File: config.mk
export PLATFORM = sky130hd
export DESIGN_NAME = spchar_detect
export DESIGN_NICKNAME = d
export VERILOG_FILES = /design/src/rtl/spchar_pkg.sv /design/src/rtl/spchar_mask_gen.sv /design/src/rtl/spchar_compare.sv /design/src/rtl/spchar_status.sv /design/src/rtl/spchar_detect.sv
export SDC_FILE = /design/constraint.sdc
export NUM_CORES = 1
export LEC_CHECK = 0
export ABC_AREA = 0
export CAP_MARGIN = 20
export CORE_MARGIN = 2
export CORE_UTILIZATION = 34
export DETAILED_ROUTE_END_ITERATION = 16
export PLACE_DENSITY = 0.9
export RECOVER_POWER = 100
export SLEW_MARGIN = 20
export SYNTH_ARGS = -nofsm -noshare
export SYNTH_HDL_FRONTEND = slang
export SYNTH_SLANG_ARGS = --single-unit
export TNS_END_PERCENT = 30
File: constraint.sdc
create_clock -name clk -period 2.2 [get_ports clk]
set_input_delay 0.44 -clock clk [delete_from_list [all_inputs] [get_ports clk]]
set_output_delay 0.44 -clock clk [all_outputs]
set_load 0.01 [all_outputs]
File: src/rtl/spchar_pkg.sv
package spchar_pkg;
  localparam int CODE_W = 2;
  typedef enum logic [CODE_W-1:0] {
    LEN_5 = 2'b00,
    LEN_6 = 2'b01,
    LEN_7 = 2'b10,
    LEN_8 = 2'b11
  } len_code_e;
endpackage

File: src/rtl/spchar_mask_gen.sv
module spchar_mask_gen #(
  parameter int DATA_W   = 8,
  parameter int MIN_WLEN = 5,
  parameter int CODE_W   = 2
) (
  input  logic [CODE_W-1:0] len_code,
  output logic [DATA_W-1:0] cmp_mask
);
  localparam int NUM_LEN = 1 << CODE_W;

  // bit i compares when i < MIN_WLEN + len_code
  for (genvar i = 0; i < DATA_W; i++) begin : g_bit
    localparam int THR = i - MIN_WLEN;
    if (THR < 0) begin : g_always
      assign cmp_mask[i] = 1'b1;
    end else if (THR >= NUM_LEN - 1) begin : g_never
      assign cmp_mask[i] = 1'b0;
    end else begin : g_sel
      assign cmp_mask[i] = (int'(len_code) > THR);
    end
  end
endmodule

File: src/rtl/spchar_compare.sv
module spchar_compare #(
  parameter int DATA_W = 8
) (
  input  logic [DATA_W-1:0] char_in,
  input  logic [DATA_W-1:0] char_ref,
  input  logic [DATA_W-1:0] cmp_mask,
  input  logic              char_vld,
  input  logic              enable,
  output logic              hit
);
  logic [DATA_W-1:0] diff;

  always_comb begin
    diff = (char_in ^ char_ref) & cmp_mask;
    hit  = char_vld && enable && (diff == '0);
  end
endmodule

File: src/rtl/spchar_status.sv
module spchar_status (
  input  logic clk,
  input  logic rst,
  input  logic hit,
  input  logic clr,
  output logic flag
);
  always_ff @(posedge clk) begin
    if (rst)      flag <= 1'b0;
    else if (hit) flag <= 1'b1;
    else if (clr) flag <= 1'b0;
  end

  p_hit_sets_r8: assert property (@(posedge clk) disable iff (rst)
    hit |=> flag);
  p_sticky_r7: assert property (@(posedge clk) disable iff (rst)
    (flag && !clr) |=> flag);
  p_clear_r7: assert property (@(posedge clk) disable iff (rst)
    (clr && !hit) |=> !flag);
  p_no_spurious_set_r3: assert property (@(posedge clk) disable iff (rst)
    (!flag && !hit) |=> !flag);
endmodule

File: src/rtl/spchar_detect.sv
module spchar_detect #(
  parameter int DATA_W   = 8,
  parameter int MIN_WLEN = 5
) (
  input  logic              clk,
  input  logic              rst,
  input  logic [DATA_W-1:0] rx_data,
  input  logic              rx_valid,
  input  logic [DATA_W-1:0] match_char,
  input  logic [1:0]        wlen,
  input  logic              det_en,
  input  logic              hit_clr,
  output logic [DATA_W-1:0] out_data,
  output logic              out_valid,
  output logic              hit_flag
);
  import spchar_pkg::*;

  logic [DATA_W-1:0] mask_w;
  logic              hit_w;

  spchar_mask_gen #(.DATA_W(DATA_W), .MIN_WLEN(MIN_WLEN), .CODE_W(CODE_W)) u_mask (
    .len_code (wlen),
    .cmp_mask (mask_w)
  );

  spchar_compare #(.DATA_W(DATA_W)) u_cmp (
    .char_in  (rx_data),
    .char_ref (match_char),
    .cmp_mask (mask_w),
    .char_vld (rx_valid),
    .enable   (det_en),
    .hit      (hit_w)
  );

  spchar_status u_stat (
    .clk  (clk),
    .rst  (rst),
    .hit  (hit_w),
    .clr  (hit_clr),
    .flag (hit_flag)
  );

  always_ff @(posedge clk) begin
    if (rst) begin
      out_valid <= 1'b0;
      out_data  <= '0;
    end else begin
      out_valid <= rx_valid;
      if (rx_valid) out_data <= rx_data;
    end
  end

  p_valid_delay_r2: assert property (@(posedge clk) disable iff (rst)
    rx_valid |=> out_valid);
  p_idle_delay_r2: assert property (@(posedge clk) disable iff (rst)
    !rx_valid |=> !out_valid);
  p_data_delay_r2: assert property (@(posedge clk) disable iff (rst)
    rx_valid |=> (out_data == $past(rx_data)));
  p_disabled_r6: assert property (@(posedge clk) disable iff (rst)
    (!det_en && !hit_flag && !hit_clr) |=> !hit_flag);
  p_invalid_r9: assert property (@(posedge clk) disable iff (rst)
    (!rx_valid && !hit_flag) |=> !hit_flag);
endmodule

**After elaboration in Yosys (flattened, before gate mapping)**

Index checks and enable logic that the tools add are counted.

- Bits in registers: 10
- Input port bits: 23
- Output and inout bits: 10
- Logic and storage cells: 14

- Magnitude comparators: 3
- Muxes and demuxes: 2
- Bitwise gates (word level): 2
- Reductions and logical operators: 4

Operators by type and width:

| operator | count |
|---|---|
| $and A8 B8 Y8 | 1 |
| $logic_not A8 Y1 | 1 |
| $xor A8 B8 Y8 | 1 |
| $gt A2 B1 Y1 const B | 2 |
| $gt A2 B2 Y1 const B | 1 |
| $logic_and A1 B1 Y1 | 2 |
| $mux W1 | 2 |
| $reduce_bool A2 Y1 | 1 |

**Longest topological paths before layout**

- Depth in word-level cells: 5
- Mapped depth: 4
- Mapped depth without buffers: 4

**By module**

A second synthesis with hierarchy kept.

- Cells, all modules: 55
- Area total of the unflattened synthesis: 526.8 um^2

By module, submodules not included:

| module | instances | cells an instance | area an instance (um^2) | seq. area each (um^2) |
|---|---|---|---|---|
| spchar_detect | 1 | 28 | 312.8 | 180.2 |
| spchar_compare | 1 | 14 | 116.4 | 0.0 |
| spchar_mask_gen | 1 | 9 | 58.8 | 0.0 |
| spchar_status | 1 | 4 | 38.8 | 20.0 |

**Least setup slack after synthesis**

No wires, ideal clock.

- Path kind: input port to flip-flop
- Start point: input port rx_data[0]
- End point: register u_stat.flag
- Library setup time: 0.069 ns
- Data arrival time: 1.054 ns
- Required time: 2.131 ns
- Slack: 1.078 ns
- Stages on the path: 4
- Cells stage by stage: xor2_1 nor4_2 nand4_1 o21ai_1

- Cells in the longest elaborated chain, start to end: 5
- Elaborated cells between the ends (all ways): 6
- Classes of those cells: mux (1); bitwise (2); reduce/logical (3)

Ends and longest elaborated chain:

| item | line | text |
|---|---|---|
| from (decl) | spchar_detect.sv:7 | `input logic [DATA_W-1:0] rx_data,` |
| $xor A8 B8 Y8 * | spchar_compare.sv:14 | `diff = (char_in ^ char_ref) & cmp_mask;` |
| $and A8 B8 Y8 * | spchar_compare.sv:14 |  |
| $logic_not A8 Y1 * | spchar_compare.sv:15 | `hit = char_vld && enable && (diff == '0);` |
| $logic_and A1 B1 Y1 * | spchar_compare.sv:15 |  |
| $mux W1 / $reduce_bool A2 Y1 (equally long branches) | n/a |  |
| to (signal assigned) | spchar_status.sv:9 | `if (rst) flag <= 1'b0;` |
| to (signal assigned) | spchar_status.sv:10 | `else if (hit) flag <= 1'b1;` |
| to (signal assigned) | spchar_status.sv:11 | `else if (clr) flag <= 1'b0;` |
| to (decl) | spchar_status.sv:6 | `output logic flag` |

Mark *: on every way between the ends. The rest lies on a longest branch, timed or not.
A chain may end at the register's enable or synchronous reset.

**Final worst setup path**

- Start point: register out_data[0]
- End point: output port out_data[0]

RTL lines:

| item | line | text |
|---|---|---|
| from (decl) | spchar_detect.sv:13 | `output logic [DATA_W-1:0] out_data,` |
| from (signal assigned) | spchar_detect.sv:50 | `if (rx_valid) out_data <= rx_data;` |

No word-level cell between the ends.

==> impl_metrics.csv <==
group,metric,value,unit
placement,dpl.cell_count,91,
die,start_util,0.353,
die,row_count,13,
final_layout,final_util,0.641,
setup_path,cp_slowest_cell,"dlygate4sd3_1",
sta,fmax,601,MHz
sta,period_minus_slack,1.66,ns
cts,path_clk_slew,0.07,ns
final_layout,stdcell_area,813,um2
yosys,synth_cells,46,
final_layout,stdcell_count,95,
pwr,power_density,569,nW/um2
die,coreArea,1270,um2
cts,cts_tree,"built",
flow_run,drv_cap,0,
grt,antenna_found_initial,0,
sta,drv_slew,0,
detailed_routing,wire_per_inst,11.1,um
grt,grt_pass1_wl,1.50,mm
cts,cts_buffer_depth,2,
setup_path,worstPathMaxFanout,2,
setup_path,crit_type,"flop to primary output",
yosys,yosysSeqAreaShare,0.447,
final_layout,diodes,0,
yosys,synth_fp_nets,69,
placement,postPlaceCellArea,777,um2
sta,rsz0062_at_grt,"false",
grt,overflow,0,
placement,place_congestion,0.593,
placement,hpwl,811,um
die,die_y,40.3,um
yosys,synth_area_per_cell,9.74,um2
cts,clk_latency,0.27,ns
cts,cts_max_level,1,
detailed_routing,wl,1.05,mm
grt,grt_max_degree,11,
setup_path,crit_buf_inv,1,
detailed_routing,drtIter0Drc,2,
hold_path,hold_class,"flop to flop",
detailed_routing,drc,0,
setup_path,crit_chain,"dlygate4sd3_1",
yosys,ys_ff_latch,10,
setup_path,end_kind,"primary output",
yosys,synth_cell_type_count,14,
detailed_routing,ant_nets,0,
final_layout,area.sequential,200,um2
grt,grt_pass1_vias,364,
cts,root_buffer,"clkbuf_4",
die,ios,33,
final_layout,num-fill-cells,118,
cts,post_cts_buffers,0,
sta,tightest_slew,0.506,ns
sta,fin_worst_skew,0,ns
outcome,status,"finished clean",
die,die_w,40.3,um
setup_path,arrival,1.22,ns
detailed_routing,viasPerCell,4.58,
sta,max-slew-margin-rel,0.662,
cts,cts_made_buffers,3,
setup_path,cp-start-kind,"flop",
grt,track_usage,0.151,
sta,setup_viol,0,
cts,ctsResizeCount,0,
sta,hold_viol_final,0,
cts,clock_sink_count,10,
sta,tns,0,ns
final_layout,layout-drive-gt1-share,0.0625,
placement,portBuffers,32,
final_layout,multiInputGateArea,234,um2
pwr,ir_drop,0.354,mV
detailed_routing,dr.pass1.iters,3,
setup_path,path_delay_family,"buffers and inverters",
setup_path,critPathMaxStageDelay,0.61,ns
setup_path,crit_required,1.76,ns
yosys,synth_area,448,um2
final_layout,area_growth,81.6,%
final_layout,final_nets,104,
die,die-area,1620,um2
sta,period_share,0.757,
yosys,ys_warn_count,0,
cts,hold_buffers,0,
detailed_routing,vias,435,
pwr,leakage,0.364,nW
[worst reg2reg max path, stage by stage (launching register included)]
cell	delay [ns]
dfxtp_1	0.32
mux2i_1	0.12
nor2_1	0.06
[per-stage QoR]
| step | hold WS (ns) | setup WS, ns | power [W] |
|---|---|---|---|
| after floorplan | 0.470 | 1.08 | 0.000238 |
| after global placement | 0.440 | 0.525 | 0.000302 |
| after detailed placement | 0.440 | 0.480 | 0.000304 |
| after CTS | 0.451 | 0.584 | 0.000477 |
| after global routing | 0.476 | 0.496 | 0.000486 |
| final | 0.449 | 0.535 | 0.000463 |
[kinds of logic after synthesis]
logic type | Yosys count | share of synthesized area
multiplexers | 8 | 0.179
flip-flops | 10 | 0.447
XOR/XNOR | 8 | 0.156
AO/OA/AOI/OAI | 4 | 0.0447
AND/OR/NAND/NOR | 13 | 0.142
buffers and inverters | 3 | 0.0307
[synthesized netlist by cell type (all sizes together)]
master	count	area, um2
dfxtp	10	200
nor2	9	33.8
mux2i	8	80.1
xor2	7	61.3
o21ai	3	15.0
buf	2	10.0
a21oi	1	5.00
and2b	1	7.51
inv	1	3.75
nand2	1	3.75
nand4	1	6.26
nor4	1	12.5
xnor2	1	8.76
[report_power, final]
part / internal [W] / leakage, nW / total (W) / switching, W
Clock: 0.000101 / 0.0210 / 0.000169 / 0.0000680
Combinational: 0.0000637 / 0.261 / 0.0000997 / 0.0000361
Sequential: 0.000191 / 0.0825 / 0.000195 / 0.00000413
Total: 0.000355 / 0.364 / 0.000463 / 0.000108
[final timing paths]
kind	start	end	slack [ns]	cells past startpoint
worst max register to register	out_data[2]	out_data[2]	1.58	2
worst min-delay path	u_stat.flag	u_stat.flag	0.45	2
worst max-delay path	out_data[0]	out_data[0]	0.54	1
worst min register to register	u_stat.flag	u_stat.flag	0.45	2
[sequential cells by signal, indices dropped and copies added, names as in the netlist]
name,cells
out_data,8
out_valid,1
u_stat.flag,1
[cell usage in the layout, fill, tap and decap left out]
master / synthesis / final
xor2_1: 7 / 7
a21oi_1: 1 / 1
dfxtp_1: 10 / 10
clkbuf_4: 0 / 3
dlygate4sd3_1: 0 / 11
clkdlybuf4s50_1: 0 / 21
nor4_2: 1 / 1
and2b_1: 1 / 1
nor2_1: 9 / 9
clkbuf_8: 0 / 1
mux2i_1: 8 / 8
o21ai_0: 2 / 3
nand4_1: 1 / 1
xnor2_1: 1 / 1
nand2_1: 1 / 1
inv_1: 1 / 1
[layer usage]
metal,wire length (um),share of wire,vias to the layer above,track usage
met5,0,0,-,0
met4,0,0,0,0.100
met3,72,0.069,0,0.0667
met2,555,0.53,13,0.250
met1,424,0.40,199,0.152
li1,-,-,223,-
[layout make-up]
| type | count | area share |
|---|---|---|
| Multi-Input combinational cell | 33 | 0.288 |
| Timing Repair Buffer | 32 | 0.394 |
| Tap cell | 15 | 0.0231 |
| Inverter | 1 | 0.00462 |
| Sequential cell | 10 | 0.246 |
| Clock buffer | 4 | 0.0446 |
Power figures use the tool's default switching activity.
